File: config.mk
export PLATFORM = sky130hd
export DESIGN_NAME = tick_watchdog
export DESIGN_NICKNAME = d
export VERILOG_FILES = /design/src/rtl/wdg_pkg.sv /design/src/rtl/wdg_regs.sv /design/src/rtl/wdg_prescaler.sv /design/src/rtl/wdg_counter.sv /design/src/rtl/tick_watchdog.sv
export SDC_FILE = /design/constraint.sdc
export NUM_CORES = 1
export LEC_CHECK = 0
export BUFFER_PORTS_ARGS = -buffer_cell sky130_fd_sc_hd__buf_2
export CELL_PAD_IN_SITES_DETAIL_PLACEMENT = 0
export CELL_PAD_IN_SITES_GLOBAL_PLACEMENT = 1
export CORE_ASPECT_RATIO = 0.7
export CORE_MARGIN = 4
export CORE_UTILIZATION = 40
export DETAILED_ROUTE_END_ITERATION = 12
export PLACE_DENSITY = 0.76
export SLEW_MARGIN = 25
export SYNTH_ARGS = -nofsm -noshare
export SYNTH_HDL_FRONTEND = slang
export SYNTH_HIERARCHICAL = 1
export SYNTH_SLANG_ARGS = --single-unit
export TNS_END_PERCENT = 100
File: constraint.sdc
create_clock -name clk -period 4.2 [get_ports clk]
set_clock_uncertainty 0.15 [all_clocks]
set_input_delay 0.63 -clock clk [delete_from_list [all_inputs] [get_ports clk]]
set_output_delay 0.63 -clock clk [all_outputs]
set_load 0.01 [all_outputs]
File: src/rtl/wdg_pkg.sv
package wdg_pkg;
    localparam int DATA_W    = 32;
    localparam int CNT_W     = 20;
    localparam int CODE_W    = 4;
    localparam int CODE_LSB  = 20;
    localparam int RSTEN_BIT = 26;
    localparam int EN_BIT    = 27;
    localparam int BUSY_BIT  = 28;
    localparam logic [CODE_W-1:0] CODE_RST = CODE_W'(4);

    typedef struct packed {
        logic              en;
        logic              rst_en;
        logic [CODE_W-1:0] code;
        logic [CNT_W-1:0]  reload;
    } ctrl_t;
endpackage

File: src/rtl/wdg_regs.sv
module wdg_regs
    import wdg_pkg::*;
#(
    parameter int ADDR_W      = 4,
    parameter int LOAD_CYCLES = 4
) (
    input  logic                clk,
    input  logic                rst_n,
    input  logic                bus_wr,
    input  logic [ADDR_W-1:0]   bus_addr,
    input  logic [DATA_W-1:0]   bus_wdata,
    input  logic [CNT_W-1:0]    live_cnt,
    output logic [DATA_W-1:0]   bus_rdata,
    output ctrl_t               ctrl,
    output logic                busy,
    output logic                load,
    output logic                wr_ctrl
);
    localparam int BUSY_W = $clog2(LOAD_CYCLES + 1);
    localparam logic [ADDR_W-1:0] CTRL_OFF = ADDR_W'(0);
    localparam logic [ADDR_W-1:0] CNT_OFF  = ADDR_W'(4);

    typedef struct packed {
        ctrl_t             ctrl;
        logic [BUSY_W-1:0] busy_cnt;
    } regs_t;

    regs_t regs_d, regs_q;

    assign wr_ctrl = bus_wr && (bus_addr == CTRL_OFF);

    always_comb begin
        regs_d = regs_q;
        if (wr_ctrl) begin
            regs_d.ctrl.reload = bus_wdata[CNT_W-1:0];
            regs_d.ctrl.code   = bus_wdata[CODE_LSB +: CODE_W];
            regs_d.ctrl.rst_en = bus_wdata[RSTEN_BIT];
            regs_d.ctrl.en     = bus_wdata[EN_BIT];
            regs_d.busy_cnt    = BUSY_W'(LOAD_CYCLES);
        end else if (regs_q.busy_cnt != '0) begin
            regs_d.busy_cnt = regs_q.busy_cnt - BUSY_W'(1);
        end
    end

    always_ff @(posedge clk or negedge rst_n) begin
        if (!rst_n) begin
            regs_q.ctrl.en     <= 1'b0;
            regs_q.ctrl.rst_en <= 1'b0;
            regs_q.ctrl.code   <= CODE_RST;
            regs_q.ctrl.reload <= '1;
            regs_q.busy_cnt    <= '0;
        end else begin
            regs_q <= regs_d;
        end
    end

    assign ctrl = regs_q.ctrl;
    assign busy = (regs_q.busy_cnt != '0);
    assign load = (regs_q.busy_cnt == BUSY_W'(1));

    always_comb begin
        bus_rdata = '0;
        if (bus_addr == CTRL_OFF) begin
            bus_rdata[CNT_W-1:0]           = regs_q.ctrl.reload;
            bus_rdata[CODE_LSB +: CODE_W]  = regs_q.ctrl.code;
            bus_rdata[RSTEN_BIT]           = regs_q.ctrl.rst_en;
            bus_rdata[EN_BIT]              = regs_q.ctrl.en;
            bus_rdata[BUSY_BIT]            = busy;
        end else if (bus_addr == CNT_OFF) begin
            bus_rdata[CNT_W-1:0]           = live_cnt;
            bus_rdata[BUSY_BIT]            = busy;
        end
    end


    busy_after_write_chk: assert property (@(posedge clk) disable iff (!rst_n)
        wr_ctrl |=> busy);


    busy_ends_after_load_chk: assert property (@(posedge clk) disable iff (!rst_n)
        (load && !wr_ctrl) |=> !busy);
endmodule

File: src/rtl/wdg_prescaler.sv
module wdg_prescaler
    import wdg_pkg::*;
#(
    parameter int CLKS_PER_SEC = 32768
) (
    input  logic              clk,
    input  logic              rst_n,
    input  logic              run,
    input  logic [CODE_W-1:0] code,
    output logic              tick
);
    localparam int PRE_W = $clog2(CLKS_PER_SEC + 1);

    typedef struct packed {
        logic [PRE_W-1:0] pre;
    } pre_t;

    pre_t pre_d, pre_q;
    logic [31:0]      per_full;
    logic [PRE_W-1:0] term;

    always_comb begin
        per_full = 32'(CLKS_PER_SEC) >> code;
        term     = (per_full <= 32'd1) ? '0 : PRE_W'(per_full - 32'd1);
        tick     = run && (pre_q.pre == term);
        pre_d    = pre_q;
        if (!run || tick) begin
            pre_d.pre = '0;
        end else begin
            pre_d.pre = pre_q.pre + PRE_W'(1);
        end
    end

    always_ff @(posedge clk or negedge rst_n) begin
        if (!rst_n) begin
            pre_q <= '0;
        end else begin
            pre_q <= pre_d;
        end
    end


    tick_restarts_chk: assert property (@(posedge clk) disable iff (!rst_n)
        tick |=> (pre_q.pre == '0));


    idle_holds_zero_chk: assert property (@(posedge clk) disable iff (!rst_n)
        !run |=> (pre_q.pre == '0));
endmodule

File: src/rtl/wdg_counter.sv
module wdg_counter
    import wdg_pkg::*;
(
    input  logic             clk,
    input  logic             rst_n,
    input  logic             load,
    input  logic [CNT_W-1:0] reload,
    input  logic             tick,
    input  logic             en,
    input  logic             rst_en,
    input  logic             busy,
    input  logic             wr_ctrl,
    output logic [CNT_W-1:0] cnt,
    output logic             timeout,
    output logic             sys_rst
);
    typedef struct packed {
        logic [CNT_W-1:0] cnt;
        logic             timeout;
        logic             rst;
    } cnt_t;

    cnt_t cnt_d, cnt_q;
    logic expire;

    always_comb begin
        cnt_d  = cnt_q;
        expire = en && !busy && !wr_ctrl && (cnt_q.cnt == '0) && !cnt_q.timeout;
        if (wr_ctrl) begin
            cnt_d.timeout = 1'b0;
            cnt_d.rst     = 1'b0;
        end
        if (load) begin
            cnt_d.cnt = reload;
        end else if (tick && (cnt_q.cnt != '0)) begin
            cnt_d.cnt = cnt_q.cnt - CNT_W'(1);
        end
        if (expire) begin
            cnt_d.timeout = 1'b1;
            cnt_d.rst     = rst_en;
        end else if (cnt_q.rst && tick) begin
            cnt_d.rst = 1'b0;
        end
    end

    always_ff @(posedge clk or negedge rst_n) begin
        if (!rst_n) begin
            cnt_q.cnt     <= '1;
            cnt_q.timeout <= 1'b0;
            cnt_q.rst     <= 1'b0;
        end else begin
            cnt_q <= cnt_d;
        end
    end

    assign cnt     = cnt_q.cnt;
    assign timeout = cnt_q.timeout;
    assign sys_rst = cnt_q.rst;


    cnt_no_rise_chk: assert property (@(posedge clk) disable iff (!rst_n)
        !load |=> (cnt_q.cnt <= $past(cnt_q.cnt)));


    frozen_when_off_chk: assert property (@(posedge clk) disable iff (!rst_n)
        (!en && !load) |=> $stable(cnt_q.cnt));
endmodule

File: src/rtl/tick_watchdog.sv
module tick_watchdog
    import wdg_pkg::*;
#(
    parameter int ADDR_W       = 4,
    parameter int CLKS_PER_SEC = 32768,
    parameter int LOAD_CYCLES  = 4
) (
    input  logic              clk,
    input  logic              rst_n,
    input  logic              bus_wr,
    input  logic [ADDR_W-1:0] bus_addr,
    input  logic [31:0]       bus_wdata,
    output logic [31:0]       bus_rdata,
    output logic              wdt_timeout,
    output logic              sys_rst_out
);
    ctrl_t            ctrl;
    logic             busy;
    logic             load;
    logic             wr_ctrl;
    logic             tick;
    logic [CNT_W-1:0] live_cnt;

    wdg_regs #(
        .ADDR_W      (ADDR_W),
        .LOAD_CYCLES (LOAD_CYCLES)
    ) u_regs (
        .clk       (clk),
        .rst_n     (rst_n),
        .bus_wr    (bus_wr),
        .bus_addr  (bus_addr),
        .bus_wdata (bus_wdata),
        .live_cnt  (live_cnt),
        .bus_rdata (bus_rdata),
        .ctrl      (ctrl),
        .busy      (busy),
        .load      (load),
        .wr_ctrl   (wr_ctrl)
    );

    wdg_prescaler #(
        .CLKS_PER_SEC (CLKS_PER_SEC)
    ) u_pre (
        .clk   (clk),
        .rst_n (rst_n),
        .run   (ctrl.en && !busy),
        .code  (ctrl.code),
        .tick  (tick)
    );

    wdg_counter u_cnt (
        .clk     (clk),
        .rst_n   (rst_n),
        .load    (load),
        .reload  (ctrl.reload),
        .tick    (tick),
        .en      (ctrl.en),
        .rst_en  (ctrl.rst_en),
        .busy    (busy),
        .wr_ctrl (wr_ctrl),
        .cnt     (live_cnt),
        .timeout (wdt_timeout),
        .sys_rst (sys_rst_out)
    );


    timeout_sticky_chk: assert property (@(posedge clk) disable iff (!rst_n)
        (wdt_timeout && !wr_ctrl) |=> wdt_timeout);


    rst_needs_timeout_chk: assert property (@(posedge clk) disable iff (!rst_n)
        sys_rst_out |-> (wdt_timeout && ctrl.rst_en));
endmodule

# After elaboration in Yosys (flattened, before gate mapping)
# Index checks and enable logic that the tools add are counted.
# word_totals
reg_bits,67
inputBits,39
out_inout_bits,34
elab_cells,55
# op_classes
add_sub_neg,4
magnitude_cmp,1
n_eq_ne,3
shift,1
muxes,16
reduce_logical,21
# op_table
operator,n
20-bit two-way mux,4
"32-bit by 1-bit <= comparator with 1-bit output, second input constant",1
16-bit two-way mux,2
"16-bit by 4-bit >> shifter with 32-bit output, first input constant",1
20-bit logical NOT,1
20-bit nonzero test,1
"20-bit by 1-bit subtractor with 20-bit output, second input constant",1
"16-bit by 1-bit adder with 16-bit output, second input constant",1
16-bit == test,1
"16-bit by 1-bit subtractor with 16-bit output, second input constant",1
1-bit logical AND,8
3-bit two-way mux,2
2-bit nonzero test,3
3-bit nonzero test,2
1-bit two-way mux,5
"4-bit by 3-bit == test with 1-bit output, second input constant",1
1-bit logical NOT,4
4-bit logical NOT,1
2-bit two-way mux,2
4-bit two-way mux,1
"3-bit by 1-bit == test with 1-bit output, second input constant",1
"3-bit by 1-bit subtractor with 3-bit output, second input constant",1
1-bit logical OR,1

# Logic depth before layout (Yosys ltp)
# depth
word_depth,8
depth_mapped,18
mapped_depth_nobuf,14

# Hierarchy
# Netlist, hierarchy kept.
# by_module_without_submodules
mod,n_inst,cells_each,area_each_um2,seq_area_each_um2
wdg_regs,1,138,1689.1,752.0
wdg_prescaler,1,167,1376.3,400.4
wdg_counter,1,146,1338.8,575.6
tick_watchdog,1,1,13.8,0.0

# Least setup slack after synthesis
# Ideal clock, no wire load.
# synth_timing
path_type,register to register
startpoint,"register, netlist name u_regs/ctrl[22]"
endpoint,"register, netlist name u_cnt/cnt[19]"
setup_ns,0.079
arrival_time_ns,4.358
t_required_ns,3.971
path_slack_ns,-0.387
path_stages_with_launch,18
n_path_buf,3
period_less_slack_ns,4.587
path_cell_list,dfstp_2 > buf_4 > buf_4 > buf_2 > nand2_1 > or3_1 > ha_1 > a41oi_1 > xor2_1 > a211oi_2 > or4b_4 > nor4_4 > and2_1 > or3b_2 > nor3_2 > nand3_1 > xor2_1 > o21ai_0
# synth_between
elab_chain_cells,7
word_cells_on_any_way,8
classes_between,1 x add/sub; 1 x order compare; 1 x eq/ne; 1 x shift; 1 x mux; 3 x reduce/logical
# synth_rtl
element,line,text
16-bit by 4-bit >> shifter with 32-bit output *,wdg_prescaler.sv:23,per_full = 32'(CLKS_PER_SEC) >> code;
32-bit by 1-bit <= comparator with 1-bit output / 16-bit by 1-bit subtractor with 16-bit output (equally long branches),wdg_prescaler.sv:24,term = (per_full <= 32'd1) ? '0 : PRE_W'(per_full - 32'd1);
16-bit two-way mux *,wdg_prescaler.sv:24,
16-bit == test *,wdg_prescaler.sv:25,tick = run && (pre_q.pre == term);
1-bit logical AND *,wdg_prescaler.sv:25,
net tick,tick_watchdog.sv:21,logic tick;
1-bit logical AND *,wdg_counter.sv:35,end else if (tick && (cnt_q.cnt != '0)) begin
2-bit nonzero test (no line) *,--,
# Mark *: on every way through the listed nets, which the timed path passes. The rest lies on a longest branch.
# A chain may end at the register's enable or synchronous reset.

# Worst setup path in the final report
# layout_timing
startpoint,"register, netlist name u_regs/ctrl[22]"
endpoint,"register, netlist name u_cnt/cnt[11]"
# layout_between
elab_chain_cells,7
word_cells_on_any_way,8
classes_between,1 x add/sub; 1 x order compare; 1 x eq/ne; 1 x shift; 1 x mux; 3 x reduce/logical
# layout_rtl
element,line
16-bit by 4-bit >> shifter with 32-bit output *,wdg_prescaler.sv:23
32-bit by 1-bit <= comparator with 1-bit output / 16-bit by 1-bit subtractor with 16-bit output (equally long branches),wdg_prescaler.sv:24
16-bit two-way mux *,wdg_prescaler.sv:24
16-bit == test *,wdg_prescaler.sv:25
1-bit logical AND *,wdg_prescaler.sv:25
net tick,tick_watchdog.sv:21
1-bit logical AND *,wdg_counter.sv:35
2-bit nonzero test (no line) *,--
# Marks and branches as above.

==> impl_metrics.tcl <==
set metrics [dict create \
    synth.avg_cell_area_um2 9.77 \
    total_power_mw 2.50 \
    drt-total-wl_um 10200 \
    setup_viol 0 \
    fin_util_pct 46.9 \
    synth_seq_cells 67 \
    fp.dieH_um 95.9 \
    power_density_nw_per_um2 505 \
    power.leakage_nw 2.12 \
    placed_area_um2 4640 \
    grt_use_total_pct 16.6 \
    clk_latency_ps 330 \
    tns_ps 0 \
    syn_area_um2 4420 \
    finalHoldViolCount 0 \
    slew_headroom_pct 57.2 \
    hold_ws_ps 151 \
    cts_buffer_depth 2 \
    post_drt_wl_per_cell_um 16.1 \
    drc 0 \
    synth_edf_count 0 \
    period_share_pct 95.1 \
    n_antenna_cell 0 \
    grt_start_max_net_pins 41 \
    area_delta_synth_final_pct 12.0 \
    root_buffer "clkbuf_16" \
    die_w_um 134 \
    clkTransAtPathRegs_ps 50 \
    synth_flop_cell "dfstp_2" \
    synth_top_area_share_pct 24.4 \
    rsz0062_at_grt "no" \
    io_buffer_count 61 \
    placed_cells 619 \
    yosys_warnings 6 \
    tritoncts.num_buffers 9 \
    arrival_ps 4090 \
    status "finished, final reports clean" \
    nNetsFinal 532 \
    die_area_um2 12800 \
    start_util_pct 41.9 \
    cts_tree "yes" \
    clkSinkCount 67 \
    crit_path_max_fanout 7 \
    timing.final.ws_setup_ps 206 \
    via_count 3333 \
    path_class "register to register" \
    drive_gt1_share_pct 32.3 \
    maxSlewViolCount 0 \
    synth_area_leader_cell "dfstp_2" \
    switching_share_pct 33.5 \
    ys_seq_area_share_pct 39.1 \
    async_flop_share_pct 100 \
    globalplace.congestion 0.842 \
    fin_crit_ps 3990 \
    cp.required_ps 4300 \
    netlist_top_cells_count "nand2_1, dfstp_2, buf_4" \
    ios 73 \
    ir_drop_v 0.000236 \
    antenna_found_initial 0 \
    final_cell_area_um2 4950 \
    cp-end-kind "register" \
    cp-start-kind "register" \
    coreArea_um2 10600 \
    hpwl_um 7280 \
    firstDrtPassIters 4 \
    postRouteAntennaNets 0 \
    fmax_mhz 250 \
    pre_cts_ws_ps 91.7 \
    combPwrFrac_pct 28.6 \
    yosys.cell_types.count 67 \
    via_per_inst 5.23 \
    min_path_type "primary input to async pin" \
    p_seq_share_pct 42.8 \
    drt_iter0_drc 158 \
    placementRows 31 \
    synthCells 452 \
    first_global_vias 3127 \
    synth_most_common_cell "nand2_1" \
    p_clk_share_pct 28.6 \
    internal-power_mw 1.66 \
    reg2regPathDepth 15 \
    grt-ovfl-total 0 \
    grt_pass1_wl_um 16600 \
    fin_cells 637 \
    cts_hold_buf 0 \
    tightestPinTransition_ps 639 \
    netlist_top_cells_area "dfstp_2, dfrtp_1, mux2_1" \
    htreeDepth 3 \
    power.switching_mw 0.838 \
    max_cap_viol_count 0 \
]
[path summary, 6_finish.rpt]
check                                            start                          end  slack [ps]
setup / recovery           u_regs/ctrl[22]$_DFFE_PN1P_    u_cnt/cnt[11]$_DFFE_PN1P_         210
hold / removal                                   rst_n    u_pre/pre_q[13]$_DFF_PN0_         150
setup reg to reg           u_regs/ctrl[22]$_DFFE_PN1P_    u_cnt/cnt[11]$_DFFE_PN1P_         210
hold reg to reg             u_regs/ctrl[9]$_DFFE_PN1P_     u_cnt/cnt[9]$_DFFE_PN1P_         320
max in group asynchronous                        rst_n  u_regs/ctrl[22]$_DFFE_PN1P_        2960
min in group clk            u_regs/ctrl[9]$_DFFE_PN1P_     u_cnt/cnt[9]$_DFFE_PN1P_         320
[timing repair]
item	CTS	global route
endpoints found under the setup margin	0	6
gates resized for setup	0	3
buffers inserted	0	3
[layer usage]
metal / global-route usage [%] / share of wire, % / wire (um) / up-vias
met5: 0 / 0 / 0 / -
met4: 3.77 / 0.54 / 55 / 0
met3: 4.81 / 6.7 / 685 / 4
met2: 23.0 / 39 / 4000 / 91
met1: 25.3 / 54 / 5500 / 1618
li1: - / - / - / 1620
[worst max-delay path, cell delays in order (launching register included)]
cell	delay, ps
dfstp_2	540
nand2_1	50
or3_1	350
ha_2	290
a41oi_2	190
xor2_1	100
a211oi_2	140
or4b_4	490
nor4_4	180
and2_4	210
or3b_4	430
nor3_4	190
buf_4	180
nand3b_1	100
xor2_1	170
o21ai_0	150
[logic make-up (layout without fill, tap and decap cells)]
logic type	after synthesis	after routing	share of synthesized area, %
adders and majority gates	8	8	2.27
muxes	27	27	6.88
other	1	5	0.0849
DFF	67	67	39.1
buffers and inverters	70	103	10.1
and+or+nand+nor	157	157	20.2
xor gates and xnor gates	37	37	7.34
AOI/OAI and AO/OA	85	85	14.0
[layout by cell type, fill, tap and decap left out, types with 3 or more instances in the layout]
cell type	netlist	layout
a211oi_1	4	4
a21o_1	3	3
a21oi_1	9	9
a22o_1	21	21
and2_1	10	9
and3_1	5	5
buf_2	4	60
buf_4	33	14
clkbuf_16	0	10
conb_1	1	5
dfrtp_1	26	26
dfstp_2	41	41
ha_1	8	6
inv_1	13	13
mux2_1	26	26
nand2_1	44	44
nand2b_1	3	3
nand3_1	8	8
nand3b_1	5	5
nand4_1	8	8
nor2_1	20	20
nor2_2	10	10
nor2b_1	5	4
nor3_1	6	6
nor4_1	4	4
o21ai_0	21	19
o21ai_1	2	4
o31a_1	3	3
or3_1	7	7
xnor2_1	20	20
xor2_1	17	17
[power groups by stage]
stage	Sequential (mW)	Clock, mW	Combinational [mW]
final	1.07	0.715	0.714
after global routing	1.10	0.758	0.800
after CTS	1.07	0.737	0.709
after detailed placement	1.08	0	0.703
after global placement	1.07	0	0.684
after floorplan	1.02	0	0.658
[flip-flops by register name, indices dropped and copies added, names as in the netlist]
register	flops
u_pre/pre_q	16
u_cnt/sys_rst	1
u_regs/regs_q	3
u_cnt/timeout	1
u_cnt/cnt	20
u_regs/ctrl	26
[layout make-up]
type | instances | area, um2
clock inverter | 2 | 10.0
tap | 148 | 185
inverter | 14 | 52.6
fill | 1026 | 5600
clock buffer | 13 | 272
multi-input combinational | 319 | 2300
timing repair buffer | 74 | 405
sequential | 67 | 1730
(Power assumes the default switching activity.)
